### config.mk
export PLATFORM = sky130hd
export DESIGN_NAME = pio_dev_decoder
export DESIGN_NICKNAME = d
export VERILOG_FILES = /design/src/rtl/pio_dev_pkg.sv /design/src/rtl/pio_iot_decode.sv /design/src/rtl/pio_flag_bank.sv /design/src/rtl/pio_xfer_path.sv /design/src/rtl/pio_dev_decoder.sv
export SDC_FILE = /design/constraint.sdc
export NUM_CORES = 1
export LEC_CHECK = 0
export ABC_AREA = 1
export BUFFER_PORTS_ARGS = -buffer_cell sky130_fd_sc_hd__buf_2
export CAP_MARGIN = 20
export CORE_ASPECT_RATIO = 1.25
export CORE_MARGIN = 1.5
export CORE_UTILIZATION = 25
export DETAILED_ROUTE_END_ITERATION = 12
export HOLD_SLACK_MARGIN = 0.02
export PLACE_DENSITY_LB_ADDON = 0.2
export SYNTH_ARGS = -nofsm -noshare
export SYNTH_HDL_FRONTEND = slang
export SYNTH_SLANG_ARGS = --single-unit
### constraint.sdc
create_clock -name clk_i -period 2.88 [get_ports clk_i]
set_input_delay 0.144 -clock clk_i [delete_from_list [all_inputs] [get_ports clk_i]]
set_output_delay 0.144 -clock clk_i [all_outputs]
set_load 0.02 [all_outputs]
### src/rtl/pio_dev_pkg.sv
package pio_dev_pkg;
  typedef enum logic [2:0] {
    OP_NOP  = 3'd0,
    OP_LCMD = 3'd1,
    OP_XFER = 3'd2,
    OP_STR  = 3'd3,
    OP_SER  = 3'd4,
    OP_SDN  = 3'd5,
    OP_IEN  = 3'd6,
    OP_INIT = 3'd7
  } op_e;

  typedef enum logic [1:0] {ACT_LOAD, ACT_OR, ACT_REPL} act_e;

  localparam int unsigned NFLG     = 3;
  localparam int unsigned FLG_TR   = 0;
  localparam int unsigned FLG_ERR  = 1;
  localparam int unsigned FLG_DONE = 2;
  localparam int unsigned FUNC_LSB = 1;
  localparam int unsigned MODE_BIT = 6;

  function automatic logic func_to_cpu(logic [2:0] func);
    return (func == 3'd1) || (func == 3'd5) || (func == 3'd7);
  endfunction

  function automatic act_e xfer_action(logic [2:0] func, logic mode8);
    if (func == 3'd1) return mode8 ? ACT_OR : ACT_REPL;
    if (func_to_cpu(func)) return ACT_OR;
    return ACT_LOAD;
  endfunction
endpackage

### src/rtl/pio_iot_decode.sv
module pio_iot_decode
  import pio_dev_pkg::*;
#(
  parameter int unsigned W    = 12,
  parameter int unsigned DEVW = 3
) (
  input  logic            valid_i,
  input  logic [W-1:0]    instr_i,
  input  logic [DEVW-1:0] dev_sel_i,
  output logic            hit_o,
  output op_e             op_o
);
  localparam int unsigned PFX_W = 6;
  localparam logic [PFX_W-1:0] PFX = 6'b110111;
  localparam int unsigned DEV_LSB = 3;

  assign hit_o = valid_i
              && (instr_i[W-1 -: PFX_W] == PFX)
              && (instr_i[DEV_LSB +: DEVW] == dev_sel_i);
  assign op_o  = op_e'(instr_i[2:0]);
endmodule

### src/rtl/pio_flag_bank.sv
module pio_flag_bank #(
  parameter int unsigned N = 3
) (
  input  logic         clk_i,
  input  logic         rst_ni,
  input  logic         init_i,
  input  logic [N-1:0] set_i,
  input  logic [N-1:0] clr_i,
  output logic [N-1:0] q_o
);
  for (genvar g = 0; g < N; g++) begin : g_flag
    always_ff @(posedge clk_i or negedge rst_ni) begin
      if (!rst_ni)        q_o[g] <= 1'b0;
      else if (init_i)    q_o[g] <= 1'b0;
      else if (set_i[g])  q_o[g] <= 1'b1;   // new event wins over test-and-clear
      else if (clr_i[g])  q_o[g] <= 1'b0;
    end
  end
endmodule

### src/rtl/pio_xfer_path.sv
module pio_xfer_path
  import pio_dev_pkg::*;
#(
  parameter int unsigned W = 12
) (
  input  logic         clk_i,
  input  logic         rst_ni,
  input  logic         lcmd_i,
  input  logic         xfer_i,
  input  logic         init_i,
  input  logic [W-1:0] ac_i,
  input  logic         link_ack_i,
  input  logic [W-1:0] link_data_i,
  input  logic         done_i,
  input  logic [W-1:0] status_i,
  output logic         busy_o,
  output logic         slot_o,
  output logic         take_o,
  output act_e         act_o,
  output logic [W-1:0] cmd_o,
  output logic         cmd_start_o,
  output logic [W-1:0] ireg_o,
  output logic         link_req_o,
  output logic         ctrl_rst_o
);
  logic [2:0] func;
  logic       to_cpu;

  assign func   = cmd_o[FUNC_LSB +: 3];
  assign to_cpu = func_to_cpu(func);
  assign act_o  = xfer_action(func, cmd_o[MODE_BIT]);
  assign take_o = xfer_i && busy_o && slot_o;

  always_ff @(posedge clk_i or negedge rst_ni) begin
    if (!rst_ni) begin
      busy_o      <= 1'b0;
      slot_o      <= 1'b0;
      cmd_o       <= '0;
      cmd_start_o <= 1'b0;
      ireg_o      <= '0;
      link_req_o  <= 1'b0;
      ctrl_rst_o  <= 1'b0;
    end else begin
      cmd_start_o <= 1'b0;
      ctrl_rst_o  <= init_i;
      if (init_i) begin
        busy_o     <= 1'b0;
        slot_o     <= 1'b0;
        link_req_o <= 1'b0;
      end else if (done_i) begin
        busy_o     <= 1'b0;
        slot_o     <= 1'b0;
        link_req_o <= 1'b0;
        ireg_o     <= status_i;
      end else if (lcmd_i && !busy_o) begin
        cmd_o       <= ac_i;
        busy_o      <= 1'b1;
        slot_o      <= 1'b0;
        link_req_o  <= 1'b0;
        cmd_start_o <= 1'b1;
      end else if (busy_o) begin
        if (link_ack_i) begin
          slot_o     <= 1'b1;
          link_req_o <= 1'b0;
          if (to_cpu) ireg_o <= link_data_i;
        end else if (take_o) begin
          slot_o     <= 1'b0;
          link_req_o <= 1'b1;
          if (act_o == ACT_LOAD) ireg_o <= ac_i;
        end
      end
    end
  end
endmodule

### src/rtl/pio_dev_decoder.sv
module pio_dev_decoder
  import pio_dev_pkg::*;
#(
  parameter int unsigned W    = 12,
  parameter int unsigned DEVW = 3
) (
  input  logic            clk_i,
  input  logic            rst_ni,
  input  logic [DEVW-1:0] dev_sel_i,
  input  logic            iot_valid_i,
  input  logic [W-1:0]    instr_i,
  input  logic [W-1:0]    ac_i,
  output logic            skip_o,
  output logic            ac_clr_o,
  output logic            ac_or_o,
  output logic [W-1:0]    ac_o,
  output logic            irq_o,
  output logic [W-1:0]    cmd_o,
  output logic            cmd_start_o,
  output logic            link_req_o,
  output logic [W-1:0]    link_data_o,
  input  logic            link_ack_i,
  input  logic [W-1:0]    link_data_i,
  input  logic            done_i,
  input  logic            err_i,
  input  logic [W-1:0]    status_i,
  output logic            ctrl_rst_o
);
  logic            iot_hit;
  op_e             iot_op;
  logic            op_lcmd, op_xfer, op_init;
  logic [NFLG-1:0] flg_q, flg_set, flg_clr;
  logic            ie_q;
  logic            busy_q, slot_q, take;
  act_e            act;
  logic [W-1:0]    ireg_q;

  pio_iot_decode #(.W(W), .DEVW(DEVW)) u_dec (
    .valid_i   (iot_valid_i),
    .instr_i   (instr_i),
    .dev_sel_i (dev_sel_i),
    .hit_o     (iot_hit),
    .op_o      (iot_op)
  );

  assign op_lcmd = iot_hit && (iot_op == OP_LCMD);
  assign op_xfer = iot_hit && (iot_op == OP_XFER);
  assign op_init = iot_hit && (iot_op == OP_INIT);

  assign flg_set[FLG_TR]   = link_ack_i && busy_q;
  assign flg_set[FLG_ERR]  = err_i;
  assign flg_set[FLG_DONE] = done_i;
  assign flg_clr[FLG_TR]   = iot_hit && (iot_op == OP_STR);
  assign flg_clr[FLG_ERR]  = iot_hit && (iot_op == OP_SER);
  assign flg_clr[FLG_DONE] = iot_hit && (iot_op == OP_SDN);

  pio_flag_bank #(.N(NFLG)) u_flags (
    .clk_i  (clk_i),
    .rst_ni (rst_ni),
    .init_i (op_init),
    .set_i  (flg_set),
    .clr_i  (flg_clr),
    .q_o    (flg_q)
  );

  pio_xfer_path #(.W(W)) u_path (
    .clk_i       (clk_i),
    .rst_ni      (rst_ni),
    .lcmd_i      (op_lcmd),
    .xfer_i      (op_xfer),
    .init_i      (op_init),
    .ac_i        (ac_i),
    .link_ack_i  (link_ack_i),
    .link_data_i (link_data_i),
    .done_i      (done_i),
    .status_i    (status_i),
    .busy_o      (busy_q),
    .slot_o      (slot_q),
    .take_o      (take),
    .act_o       (act),
    .cmd_o       (cmd_o),
    .cmd_start_o (cmd_start_o),
    .ireg_o      (ireg_q),
    .link_req_o  (link_req_o),
    .ctrl_rst_o  (ctrl_rst_o)
  );

  always_ff @(posedge clk_i or negedge rst_ni) begin
    if (!rst_ni)                              ie_q <= 1'b0;
    else if (op_init)                         ie_q <= 1'b0;
    else if (iot_hit && (iot_op == OP_IEN))   ie_q <= ac_i[0];
  end

  assign skip_o   = |(flg_clr & flg_q);
  assign ac_clr_o = op_lcmd || (take && (act == ACT_REPL));
  // idle transfer reads back status; active transfer reads only into an open slot
  assign ac_or_o  = op_xfer && (!busy_q || (slot_q && (act != ACT_LOAD)));
  assign ac_o        = ireg_q;
  assign link_data_o = ireg_q;
  assign irq_o    = ie_q && (flg_q[FLG_DONE] || flg_q[FLG_ERR]);
endmodule

======== Word-level counts from Yosys, hierarchy flattened ========
Index checks and enable logic that the tools add are counted.
word-level totals
  register bits after elaboration ......... 33
  input port bits ......................... 57
  output and inout port bits .............. 43
  logic and storage cells ................. 112
operators by class
  equal/unequal tests ..................... 15
  muxes and demuxes ....................... 44
  bitwise gates (word level) .............. 3
  reductions and logical operators ........ 39
operator list
  cell                  number
  $mux W12              7
  $mux W1               32
  $eq A3 B3 Y1 const B  6
  $reduce_bool A3 Y1    6
  $logic_and A1 B1 Y1   17
  $mux W2               5
  $eq A3 B1 Y1 const B  2
  $eq A3 B2 Y1 const B  2
  $eq A6 B6 Y1 const B  1
  $reduce_and A6 Y1     1
  $reduce_bool A2 Y1    3
  $logic_or A1 B1 Y1    5
  $reduce_bool A5 Y1    1
  $reduce_bool A4 Y1    1
  $and A3 B3 Y3         1
  $eq A3 B3 Y1          1
  $ne A3 B1 Y1 const B  1
  $reduce_and A3 Y1     1
  $reduce_or A3 Y1      1
  $eq A2 B2 Y1 const B  1
  $logic_not A2 Y1      1
  $ne A2 B2 Y1 const B  1
  $not A1 Y1            2
  $reduce_and A2 Y1     1
  $logic_not A1 Y1      1

======== Depth between registers and ports, before layout ========
  depth in word-level cells ............... 14
  depth in mapped cells ................... 12
  depth with buffers taken out ............ 12

======== Modules after synthesis ========
A second synthesis with hierarchy kept.
unflattened totals
  cell total of the unflattened synthesis .. 276
  area, all modules ....................... 1910.6 um2
by module, submodules not included
  module           instances  cells an instance  area each (um2)  seq. area each (um2)
  pio_xfer_path    1          189                1400.1           725.7
  pio_dev_decoder  1          46                 276.5            25.0
  pio_flag_bank    1          15                 123.9            75.1
  pio_iot_decode   1          26                 110.1            0.0

======== Worst setup path after synthesis ========
OpenSTA, ideal clock, no wires.
  kind .................................... input port to output port
  start point ............................. input instr_i[3]
  end point ............................... output ac_clr_o
  data arrival time ....................... 1396 ps
  data required time ...................... 2736 ps
  path slack .............................. 1340 ps
  stages .................................. 9
  buffers on the path ..................... 0
  cells stage by stage .................... inv_1 > nand2_1 > nand2_1 > nand2_1 > nor2_2 > nand2_1 > nor2_1 > nand4_1 > o21ai_0
between the ends
  cells in the longest elaborated chain, start to end .. 7
  elaborated cells on any way between the ends .. 8
  those cells by class .................... 1 x eq/ne; 7 x reduce/logical
RTL lines
  item                              RTL line               RTL
  start, declared                   pio_dev_decoder.sv:11  input logic [W-1:0] instr_i,
  $eq A3 B3 Y1 *                    pio_iot_decode.sv:19   && (instr_i[DEV_LSB +: DEVW] == dev_sel_i);
  $logic_and A1 B1 Y1 *             pio_iot_decode.sv:19
  $logic_and A1 B1 Y1               pio_dev_decoder.sv:47  assign op_xfer = iot_hit && (iot_op == OP_XFER);
  $logic_and A1 B1 Y1 (2 in a row)  pio_xfer_path.sv:32    assign take_o = xfer_i && busy_o && slot_o;
  $logic_and A1 B1 Y1               pio_dev_decoder.sv:95  assign ac_clr_o = op_lcmd || (take && (act == ACT_REPL));
  $logic_or A1 B1 Y1 *              pio_dev_decoder.sv:95
  end, declared                     pio_dev_decoder.sv:14  output logic ac_clr_o,
Mark *: on every way between the ends. The rest lies on a longest branch, timed or not.

======== Worst setup path after layout ========
  start point ............................. input instr_i[4]
  end point ............................... output ac_clr_o
The elaborated chain is that of the path after synthesis.

==> impl_metrics.py <==
metrics = {
    "status": {
        "run_status": "complete, no violations",
    },
    "global_route": {
        "grt_max_degree": 34,
        "grt_overflow_total": 0,
        "first_pass_grt_wire_length_um": 8460,
        "globalRouteTotalUtil": 0.136,
        "antenna_found_initial": 0,
        "first_global_vias": 1815,
    },
    "die": {
        "fp.dieArea_sq_um": 8420,
        "die_w_um": 82.4,
        "fp.coreArea_sq_um": 7700,
        "start_util": 0.256,
        "chip_height_um": 102,
        "num_rows": 36,
        "io-pin-count": 100,
    },
    "job": {
        "count_of_maximum_capacitance_violations": 0,
    },
    "placed_design": {
        "globalplace.congestion": 0.806,
        "dpl.hpwl_um": 4220,
        "number_of_buffers_added_on_ports": 99,
        "place_worst_setup_slack_ps": 1200,
    },
    "worst_hold_path": {
        "min_path_type": "input pin to flip-flop",
    },
    "cts": {
        "cts_tree": "yes",
        "clock_insertion_delay_worst_skew_ps": 280,
        "ctsHtreeMaxLevel": 2,
        "cts_inserted_buffers": 5,
        "post-cts-setup-buffers": 0,
        "cts_root_buffer": "clkbuf_8",
        "cts.clk_slew.worst_paths_ps": 60,
        "clockBufferDepth": 2,
        "clock-sinks": 33,
    },
    "sta": {
        "worst_slew_pin_slew_ps": 777,
        "final.min_clock_period_ps": 1660,
        "setup_viol": 0,
        "achievable-frequency_ghz": 0.601,
        "timing.final.ws_setup_ps": 1220,
        "final-hold-violation-count": 0,
        "fin_worst_skew_ps": 6.88,
        "rsz0062_at_grt": "false",
        "worst_max_slew_margin_expressed_relative_to_the_limit": 0.482,
        "final_critical_path_share_of_the_clock_period": 0.577,
        "maxSlewViolCount": 0,
        "accumulated_negative_setup_slack_ps": 0,
    },
    "synth": {
        "yosys.area_share.xor_xnor": 0.00889,
        "synth-simple-area-share": 0.214,
        "yosys_register_bits": 33,
        "synthMuxAreaShare": 0.0610,
        "synth_top_area_cell": "dfrtp_1",
        "synth_area_per_cell_sq_um": 7.88,
        "yosys.area_share.adder": 0,
        "synth.area.top_cells": "dfrtp_1, nand2_1, inv_1",
        "ys_types": 26,
        "syn_area_sq_um": 1970,
        "syn-instance-count": 250,
        "seq_area_frac_synth": 0.419,
        "combinational_family_with_the_most_area_after_synthesis": "simple AND/OR/NAND/NOR gates",
        "synthesis.yosys.warnings": 0,
        "synth.top_cell.area_share": 0.419,
        "synth_compound_gate_area_share": 0.149,
        "synth_nets": 307,
    },
    "routing": {
        "route.antenna.remaining_nets": 0,
        "via_per_inst": 4.22,
        "drt_iter0_drc": 45,
        "post_dr_wirelength_cell_um": 12.3,
        "wirelength_um": 5310,
        "num_vias": 1818,
        "detail_route.drc_violations": 0,
        "drtPass1Iterations": 4,
    },
    "worst_setup_path": {
        "crit_arrival_ps": 1520,
        "setup.worst_path.end_class": "output pin",
        "timing.critical_path.slowest_cell_delay_ps": 260,
        "timing.setup.critical_path_class": "input pin to output pin",
        "timing.critical_path.cells": "buf_2, inv_1, nand2_1, nand2_1, nand2_1, nor2_2, nand2_1, nor2_1, nand4_1, o21ai_0, buf_2",
        "critPathLaunchType": "input pin",
        "critical_path_required_ps": 2740,
        "critPathSlowestCell": "nor2_1",
        "timing.critical_path.mode_cell": "nand2_1",
        "critPathMaxFanout": 5,
    },
    "power_and_ir_drop": {
        "power.internal_uw": 860,
        "irDropWorstVdd_uv": 195,
        "seq_power_share": 0.420,
        "combinational_share_of_power": 0.204,
        "finalPower_uw": 1200,
        "cellPowerDensity_nw_per_um2": 472,
        "power.clock.fraction": 0.375,
        "p_sw_uw": 344,
        "leakagePower_uw": 0.00145,
        "switching_share": 0.286,
    },
    "final_layout": {
        "syn2layout_area_growth_pct": 29.5,
        "multiInputGateArea_sq_um": 852,
        "nNetsFinal": 392,
        "layout-drive-gt1-share": 0.366,
        "antennaDiodeCount": 0,
        "layout.filler_cells": 832,
        "seqCellArea_sq_um": 826,
    },
}
-- routing by layer --
layer	track usage	routed length, um	vias up
met5	0	0	-
met4	0.0430	51	0
met3	0.0554	556	4
met2	0.235	2600	77
met1	0.151	2110	786
li1	-	-	951
-- power by group through the flow --
stage | sequential, uW | clock [uW] | combinational (uW)
2_1_floorplan | 543 | 0 | 140
3_3_place_gp | 514 | 0 | 248
3_5_place_dp | 515 | 0 | 250
4_1_cts | 507 | 474 | 251
5_1_grt | 510 | 488 | 278
6_report | 506 | 452 | 246
-- cells in the final DEF, fill, tap and decap left out, types with 2 or more instances in the layout --
cell type and n:
o21ai_2 12, nand2_1 64, o21ai_0 24, o21a_1 2
clkbuf_8 6, mux2i_1 12, inv_1 33, nand3_2 2
nand4_1 6, nand3_1 9, o21ai_1 3, a21oi_1 6
nor2_1 13, buf_2 99, dfrtp_1 33
-- kinds of logic (layout without fill, tap and decap cells) --
family | Yosys count | in the layout
flops | 33 | 33
xor+xnor | 2 | 2
buf+inv | 56 | 142
simple gates | 99 | 99
compound gates | 48 | 48
mux | 12 | 12
-- cells in the mapped netlist (all sizes together) --
cell type	count
mux2i	12
xnor2	1
o21a	2
inv	33
nor2	14
nand2	65
nand4	6
xor2	1
nand3	11
a21oi	6
clkbuf	4
and2	1
nor3	1
buf	19
o31ai	1
or2	1
dfrtp	33
o21ai	39
-- final timing paths --
path	startpoint	to	slack, ps	depth (start not counted)
worst max register to register	u_path.cmd_o[3]	u_path.ireg_o[6]	1280	5
max in group asynchronous	rst_ni	u_path.cmd_start_o	1910	2
worst min register to register	u_path.cmd_o[10]	u_path.cmd_o[10]	480	2
worst max-delay path	instr_i[4]	ac_clr_o	1220	11
worst min-delay path	instr_i[0]	ie_q	100	2
min in group asynchronous	rst_ni	u_path.cmd_o[7]	470	2
-- what timing repair did --
item,in CTS,in global routing
endpoints found under the hold margin,33,0
hold buffers,1,0
resized for setup,0,0
-- cell type report --
cell class	instances	share of cell area
multi-input cells	161	0.334
flip-flops and latches	33	0.324
repair buffers	101	0.201
inverters	33	0.0486
well taps	95	0.0466
clock buffers	7	0.0339
clock inverters	1	0.0118
-- per-stage QoR --
| step | hold slack, ps | std cells | util | cell area (sq um) |
|---|---|---|---|---|
| after global placement | 279 | 422 | 0.315 | 2420 |
| after floorplan | -152 | 250 | - | 1970 |
| after CTS | 85.5 | 431 | 0.331 | 2550 |
| after detailed placement | 279 | 422 | 0.315 | 2420 |
| after global routing | 88.2 | 431 | 0.331 | 2550 |
| final | 100 | 431 | 0.331 | 2550 |
-- sequential cells by signal, indices dropped and copies added (netlist names) --
signal              cells
ie_q                    1
u_flags.q_o             3
u_path.slot_o           1
u_path.cmd_o           12
u_path.link_req_o       1
u_path.busy_o           1
u_path.ireg_o          12
u_path.cmd_start_o      1
u_path.ctrl_rst_o       1
-- worst max-delay path, delay by kind of cell --
family / cells / cell delay (ps)
and+or+nand+nor: 7 / 860
buffers and inverters: 3 / 330
AOI/OAI and AO/OA: 1 / 170
Power figures use the tool's default switching activity.
